### config.mk
export PLATFORM = sky130hd
export DESIGN_NAME = dacbuf_top
export DESIGN_NICKNAME = d
export VERILOG_FILES = /design/src/rtl/dacbuf_pkg.sv /design/src/rtl/dacbuf_ctrl.sv /design/src/rtl/dacbuf_dp.sv /design/src/rtl/dacbuf_top.sv
export SDC_FILE = /design/constraint.sdc
export NUM_CORES = 1
export LEC_CHECK = 0
export BUFFER_PORTS_ARGS = -buffer_cell sky130_fd_sc_hd__buf_2
export CAP_MARGIN = 20
export CORE_ASPECT_RATIO = 0.8
export CORE_UTILIZATION = 35
export DETAILED_ROUTE_END_ITERATION = 16
export GPL_ROUTABILITY_DRIVEN = 0
export GPL_TIMING_DRIVEN = 0
export PLACE_DENSITY = 0.54
export SLEW_MARGIN = 10
export SYNTH_ARGS = -nofsm -noshare
export SYNTH_HDL_FRONTEND = slang
export SYNTH_SLANG_ARGS = --single-unit
export TNS_END_PERCENT = 10
### constraint.sdc
create_clock -name clk -period 1.4 [get_ports clk]
set_clock_uncertainty 0.15 [all_clocks]
set_input_delay 0.21 -clock clk [delete_from_list [all_inputs] [get_ports clk]]
set_output_delay 0.21 -clock clk [all_outputs]
set_load 0.01 [all_outputs]
### src/rtl/dacbuf_pkg.sv
package dacbuf_pkg;
  localparam int NUM_CH = 2;

  typedef struct packed {
    logic [NUM_CH-1:0] loLd;
    logic [NUM_CH-1:0] hiLd;
    logic [NUM_CH-1:0] passThru;
    logic              xfer;
    logic              clear;
  } strobe_t;
endpackage

### src/rtl/dacbuf_ctrl.sv
module dacbuf_ctrl
  import dacbuf_pkg::*;
(
  input  logic    clk,
  input  logic    clrN,
  input  logic    wrN,
  input  logic    loadN,
  input  logic    chSel,
  input  logic    hiSel,
  output strobe_t stb
);
  logic loadQ;
  logic wrAct;

  always_ff @(posedge clk) begin
    loadQ <= loadN;
  end

  assign wrAct = ~wrN & clrN;

  always_comb begin
    stb.clear = ~clrN;
    stb.xfer  = clrN & loadN & ~loadQ;
  end

  for (genvar c = 0; c < NUM_CH; c++) begin : g_dec
    logic hit;
    assign hit             = wrAct & (chSel == c[0]);
    assign stb.loLd[c]     = hit & ~hiSel;
    assign stb.hiLd[c]     = hit & hiSel;
    assign stb.passThru[c] = hit & ~loadN;
  end
endmodule

### src/rtl/dacbuf_dp.sv
module dacbuf_dp
  import dacbuf_pkg::*;
#(
  parameter int BUS_W  = 8,
  parameter int CODE_W = 12
) (
  input  logic                           clk,
  input  strobe_t                        stb,
  input  logic [BUS_W-1:0]               busData,
  output logic [NUM_CH-1:0][CODE_W-1:0]  codes
);
  localparam int HI_W = CODE_W - BUS_W;

  for (genvar c = 0; c < NUM_CH; c++) begin : g_ch
    logic [BUS_W-1:0]  loReg, loNext;
    logic [HI_W-1:0]   hiReg, hiNext;
    logic [CODE_W-1:0] outReg;

    always_comb begin
      loNext = stb.loLd[c] ? busData : loReg;
      hiNext = stb.hiLd[c] ? busData[HI_W-1:0] : hiReg;
    end

    always_ff @(posedge clk) begin
      if (stb.clear) begin
        loReg  <= '0;
        hiReg  <= '0;
        outReg <= '0;
      end else begin
        loReg <= loNext;
        hiReg <= hiNext;
        if (stb.xfer || stb.passThru[c]) begin
          outReg <= {hiNext, loNext};
        end
      end
    end

    assign codes[c] = outReg;
  end
endmodule

### src/rtl/dacbuf_top.sv
module dacbuf_top
  import dacbuf_pkg::*;
#(
  parameter int BUS_W  = 8,
  parameter int CODE_W = 12
) (
  input  logic              clk,
  input  logic              clrN,
  input  logic              wrN,
  input  logic              loadN,
  input  logic              chSel,
  input  logic              hiSel,
  input  logic [BUS_W-1:0]  busData,
  output logic [CODE_W-1:0] codeA,
  output logic [CODE_W-1:0] codeB
);
  strobe_t                       stb;
  logic [NUM_CH-1:0][CODE_W-1:0] codes;

  dacbuf_ctrl u_ctrl (
    .clk   (clk),
    .clrN  (clrN),
    .wrN   (wrN),
    .loadN (loadN),
    .chSel (chSel),
    .hiSel (hiSel),
    .stb   (stb)
  );

  dacbuf_dp #(.BUS_W(BUS_W), .CODE_W(CODE_W)) u_dp (
    .clk     (clk),
    .stb     (stb),
    .busData (busData),
    .codes   (codes)
  );

  assign codeA = codes[0];
  assign codeB = codes[1];
endmodule

==> results.md, run 1 <==
* Status: finished with violations
* Failing checks: DRC
* Max-cap violations at 0
* Final Power at 2.77 mW
* Placed Area at 0.00209 sq mm
* Num Clock Sinks at 49
* Setup TNS at 0 ns
* HP Start: busData[4]
* Worst hold slack at 0.0728 ns
* Relative slew slack at 0.683
* Min Tclk post-route at 1.35 ns
* DRT iter0 DRCs at 46
* Kind of critical path: flip-flop to flip-flop
* Final core occ at 0.443
* Slowest cell on crit path: dfxtp_1
* Core area at 0.00504 sq mm
* Crit start category: flip-flop
* Post-synthesis sequential area ratio at 0.536
* Number of global-route vias before repair at 1345
* Total track usage at 0.160
* CTS Buf Count at 5
* Crit. End Element: flip-flop
* Drt pass-1 iters at 10
* Die height at 66.7 microns
* Die Wd at 82.9 microns
* Met1 usage at 0.227
* Post-Route WL at 4.09 mm
* Worst min-delay path class: input port to flip-flop
* VDD IR-drop max at 576 uV
* Fin crit share at 0.962
* Port Buffers at 37
* LEAKAGE at 0.932 nW
* Post-CTS Setup Inserts at 0
* Unique masters post-synth at 15
* R2R depth at 5
* Req. time, crit path at 1.47 ns
* Non-filler cells, final at 276
* Final hold vios at 0
* Layout cells sized above 1 at 0.285
* H-Tree Depth at 2
* First-pass GRT wire length at 6.81 mm
* Max Clock Freq at 0.743 GHz
* Unrepaired setup endpoints after global routing: true
* Hold path cells at 3
* Clock-pin slew on the worst setup and hold paths at 0.09 ns
* P per Cell Area at 1240 mW/mm^2
* Post-route setup slack at 0.0539 ns
* Placed wire-length estimate at 2.83 mm
* Row cnt at 23
* Max stage delay on crit path at 0.32 ns
* Syn Nets at 183
* Commonest non-fill, non-tap cell in the layout: dfxtp_1
* Worst Path Arrival at 1.42 ns
* Die Area at 0.00553 sq mm
* Met3 Use GR at 0.0446
* Antenna diodes at 0
* Starting Density at 0.364
* Top cell type by total area after synthesis: dfxtp_1
* Delay-heaviest family, CP: buffers and inverters
* GRT Max-Usage Layer: met2
* Endpoints failing setup at 0
* CTS Buffer Depth at 2
* GR Layer Usage met2 at 0.232
* Worst R2R Setup Slack at 0.05 ns
* Worst slack, placed at -0.158 ns
* RR Endpoint: u_dp.g_ch[0].outReg[9]
* Syn Area/Cell at 10.8 sq um
* Via/cell ratio at 4.98
* Hold endpoint: u_dp.g_ch[1].loReg[4]
* CTS root buffer: clkbuf_8
* Vias at 1375
* Fill count at 503
* Post-DRT Antenna Nets at 0
* CTS tree: done
* Synth-to-Final Area Change at 21.8%
* Post-synth top area share at 0.536
* Max Slew Vio Count at 0
* Total grt overflow at 0
* Synthesis Warnings at 0
* #FFs+latches synth at 49
* Origin of the critical flop-to-flop path: u_ctrl.loadQ
* Post-route cell area at 0.00223 sq mm
* CP cell instances: nor2b_1, buf_2, or2_1, buf_4, a21oi_1
* Initial antenna violation count at 0
* Largest net degree at the start of global routing at 15
* Crit Path Max Fanout at 10
* Placed Cells at 268
* Mapped Cells at 169
* Worst slew pin tran at 0.475 ns
* Largest cells by area after synthesis: dfxtp_1 (54%), mux2i_1 (13%), o31ai_1 (9.8%)
* Mapped Area at 0.00183 sq mm
* Drc violations at 2
* IO Pins at 38
* Commonest cells after routing, fill and taps aside: dfxtp_1 (49), buf_2 (42), nor2b_1 (25), mux2i_1 (24), o31ai_1 (23)
* Worst skew pair latency at 0.29 ns
* Wire length per cell at 14.8 microns
* Layout net count at 228
* Buffer and inverter count on the worst path at 2
## cell type report
type,instances,area [sq um],area share
sequential,49,981,0.440
multi-input combinational,105,788,0.353
clock buffer,5,68.8,0.0308
timing repair buffer,38,195,0.0875
tap,62,77.6,0.0348
buffer,15,85.1,0.0381
clock inverter,2,35.0,0.0157
## per-layer routing
| metal | part of all wire | vias up |
|---|---|---|
| met5 | 0 | - |
| li1 | - | 700 |
| met2 | 0.41 | 33 |
| met3 | 0.050 | 5 |
| met1 | 0.53 | 637 |
| met4 | 0.0098 | 0 |
## cells in the mapped netlist, drive strengths merged
cell / instances
mux2i: 24
nor3: 1
clkbuf: 4
buf: 11
or2: 2
nor4b: 1
nor2b: 25
dfxtp: 49
and4bb: 2
a21oi: 24
o31ai: 24
nand4b: 1
nor3b: 1
## sequential cells by signal, summed over array words and instances (netlist names)
signal / flops
u_dp.g_ch.outReg: 24
u_ctrl.loadQ: 1
u_dp.g_ch.loReg: 16
u_dp.g_ch.hiReg: 8
## logic make-up after synthesis
family / count (synthesis) / share of synthesized area
AO/OA/AOI/OAI: 48 / 0.164
buffers and inverters: 15 / 0.0410
flip-flops: 49 / 0.536
multiplexers: 24 / 0.131
AND/OR/NAND/NOR: 33 / 0.128
## report_power, final
part	total (mW)	leakage [nW]	switching, mW	internal [mW]
clock network	0.967	0.0540	0.447	0.520
registers	1.49	0.400	0.0285	1.46
logic	0.314	0.477	0.177	0.138
## worst min-delay path, stage by stage
cell     delay (ns)
buf_2          0.10
mux2i_1        0.08
nor2b_1        0.10
## worst max-delay path by stage
stage	from	endpoint	depth (start not counted)
after floorplan	hiSel	u_dp.g_ch[0].outReg[0]	4
after global placement	chSel	u_dp.g_ch[0].outReg[9]	5
after detailed placement	chSel	u_dp.g_ch[0].outReg[3]	5
after CTS	u_ctrl.loadQ	u_dp.g_ch[0].outReg[9]	5
after global routing	u_ctrl.loadQ	u_dp.g_ch[1].outReg[9]	5
final	u_ctrl.loadQ	u_dp.g_ch[0].outReg[9]	5
## what timing repair did
item / 4_1_cts / 5_1_grt
hold buffers: 1 / 0
hold endpoints to repair: 1 / 0
setup endpoints to repair: 0 / 21
resized for setup: 0 / 9
No activity file was read; power rests on OpenSTA's default activity.
==> run 2, diff against run 1 <==
CORE_UTILIZATION = 45   (was 35)
PLACE_DENSITY = 0.71   (was 0.54)
==> run 2 against run 1 <==
  * The run now ends clean
  * Highest routed layer unchanged
  * First-iteration DRC count increased by 85%
  * Non-clock buffer count did not move
  * Combinational power hardly changed
  * Largest power group unchanged
  * Register-to-register slack is essentially flat
  * Critical path type unchanged
==> results.md, run 2 (same netlist as run 1, synthesis figures left out) <==
* Relative slew slack at 0.690 (was 0.683)
* Fill count at 366 (was 503)
* Top flop regs: u_dp.g_ch.outReg x24, u_dp.g_ch.loReg x16, u_dp.g_ch.hiReg x8 (unchanged)
* Worst slack, placed at -0.131 ns (was -0.158 ns)
* Total track usage at 0.202 (was 0.160)
* P per Cell Area at 1280 mW/mm^2 (was 1240 mW/mm^2)
* Worst skew pair latency at 0.30 ns (was 0.29 ns)
* Die Area at 0.00433 sq mm (was 0.00553 sq mm)
* Total grt overflow at 0 (unchanged)
* Int Pwr at 2.18 mW (was 2.12 mW)
* IO Pins at 38 (unchanged)
* CTS Buffer Depth at 2 (unchanged)
* Max Clock Freq at 0.750 GHz (was 0.743 GHz)
* Num Clock Sinks at 49 (unchanged)
* Max stage delay on crit path at 0.32 ns (about the same)
* Antenna diodes at 0 (unchanged)
* Unrepaired setup endpoints after global routing: true (unchanged)
* Number of global-route vias before repair at 1362 (was 1345)
* Row cnt at 20 (was 23)
* Flop pwr share at 0.522 (was 0.537)
* Final hold vios at 0 (unchanged)
* Port Buffers at 37 (unchanged)
* Endpoints failing setup at 0 (unchanged)
* Post-DRT Antenna Nets at 0 (unchanged)
* Commonest non-fill, non-tap cell in the layout: dfxtp_1 (unchanged)
* Kind of critical path: flip-flop to flip-flop (unchanged)
* Largest net degree at the start of global routing at 16 (was 15)
* Placed Cells at 261 (was 268)
* Most flop-heavy register: u_dp.g_ch.outReg (unchanged)
* Die height at 59.1 microns (was 66.7 microns)
* DRT iter0 DRCs at 85 (was 46)
* Crit start category: flip-flop (unchanged)
* Comb pwr share at 0.110 (was 0.113)
* Largest register FFs at 24 (unchanged)
* Min Tclk post-route at 1.33 ns (was 1.35 ns)
* H-Tree Depth at 2 (unchanged)
* Fin crit share at 0.953 (was 0.962)
* Commonest cells after routing, fill and taps aside: dfxtp_1 (49), buf_2 (44), nor2b_1 (25), mux2i_1 (24) (was dfxtp_1 (49), buf_2 (42), nor2b_1 (25), mux2i_1 (24), o31ai_1 (23))
* Layout net count at 228 (unchanged)
* CTS Buf Count at 5 (unchanged)
* Clock share of power at 0.368 (was 0.349)
* Crit Path Max Fanout at 10 (unchanged)
* Worst Path Arrival at 1.42 ns (about the same)
* Worst slew pin tran at 0.462 ns (was 0.475 ns)
* Req. time, crit path at 1.49 ns (was 1.47 ns)
* Synth-to-Final Area Change at 21.9% (was 21.8%)
* Max Slew Vio Count at 0 (unchanged)
* Post-route setup slack at 0.0660 ns (was 0.0539 ns)
* Wire length per cell at 14.4 microns (was 14.8 microns)
* Switching share of total power at 0.236 (about the same)
* Worst min-delay path class: input port to flip-flop (unchanged)
* Die Wd at 73.3 microns (was 82.9 microns)
* Placed wire-length estimate at 2.71 mm (was 2.83 mm)
* Max-cap violations at 0 (unchanged)
* Core area at 0.00385 sq mm (was 0.00504 sq mm)
* Clock-pin slew on the worst setup and hold paths at 0.09 ns (about the same)
* Initial antenna violation count at 0 (unchanged)
* Status: finished, final reports clean (was finished with violations)
* Starting Density at 0.475 (was 0.364)
* Via/cell ratio at 5.17 (was 4.98)
* Delay-heaviest family, CP: buffers and inverters (unchanged)
* Drc violations at 0 (was 2)
* Post-Route WL at 3.90 mm (was 4.09 mm)
* Non-filler cells, final at 270 (was 276)
* CP cell instances: nor2b_1, buf_2, or2_1, clkbuf_4, a21oi_1 (was nor2b_1, buf_2, or2_1, buf_4, a21oi_1)
* CTS root buffer: clkbuf_8 (unchanged)
* LEAKAGE at 0.936 nW (was 0.932 nW)
* First-pass GRT wire length at 6.40 mm (was 6.81 mm)
* NetSw at 0.673 mW (was 0.652 mW)
* Slowest cell on crit path: dfxtp_1 (unchanged)
* Drt pass-1 iters at 4 (was 10)
* Crit. End Element: flip-flop (unchanged)
* Layout cells sized above 1 at 0.288 (was 0.285)
* Final core occ at 0.579 (was 0.443)
* Vias at 1397 (was 1375)
* Buffer and inverter count on the worst path at 2 (unchanged)
* CTS tree: done (unchanged)
* VDD IR-drop max at 831 uV (was 576 uV)
-- run 2: final cells by class --
| cell class | count | area [sq um] | area share |
|---|---|---|---|
| timing repair buffer | 38 | 195 | 0.0874 |
| clock inverter | 2 | 37.5 | 0.0168 |
| multi-input combinational | 105 | 787 | 0.353 |
| sequential | 49 | 981 | 0.439 |
| buffer | 15 | 80.1 | 0.0359 |
| tap | 55 | 68.8 | 0.0308 |
| clock buffer | 6 | 82.6 | 0.0370 |
-- run 2: repair_timing --
item,in CTS,in global routing
gates resized for setup,0,6
endpoints found under the setup margin,0,6
buffers inserted,0,0
hold endpoints to repair,1,0
hold buffers,1,0
-- run 2: worst paths after layout --
path	cells after the start	slack, ns	to	startpoint
min	3	0.06	u_dp.g_ch[0].loReg[4]	busData[4]
min reg2reg	2	0.37	u_dp.g_ch[0].loReg[0]	u_dp.g_ch[0].loReg[0]
max reg2reg	5	0.07	u_dp.g_ch[0].outReg[1]	u_ctrl.loadQ
max	5	0.07	u_dp.g_ch[0].outReg[1]	u_ctrl.loadQ
-- run 2: through the flow --
step	power (mW)	setup TNS, ns	instance area, sq um	hold WS, ns
after floorplan	1.70	0	1830	0.0877
after global placement	1.82	-1.77	2090	0.214
after detailed placement	1.82	-2.04	2090	0.218
after CTS	2.85	0	2220	0.0554
after global routing	2.96	-0.00164	2230	0.0743
final	2.85	0	2230	0.0580
-- run 2: power by group through the flow --
stage,registers (mW),logic [mW],clock network (mW)
2_1_floorplan,1.54,0.157,0
3_3_place_gp,1.52,0.297,0
3_5_place_dp,1.52,0.302,0
4_1_cts,1.49,0.306,1.06
5_1_grt,1.50,0.345,1.12
6_report,1.49,0.313,1.05
-- run 2: worst register-to-register path, stage by stage, from the launching register on --
cell      delay (ns)
dfxtp_1         0.32
nor2b_1         0.03
buf_2           0.16
or2_1           0.26
clkbuf_4        0.20
a21oi_1         0.14
-- run 2: layer usage --
layer | track usage | vias to the layer above | share of wire
li1 | - | 695 | -
met1 | 0.277 | 646 | 0.52
met2 | 0.304 | 51 | 0.42
met3 | 0.0544 | 5 | 0.051
met4 | 0.0797 | 0 | 0.011
met5 | 0 | - | 0
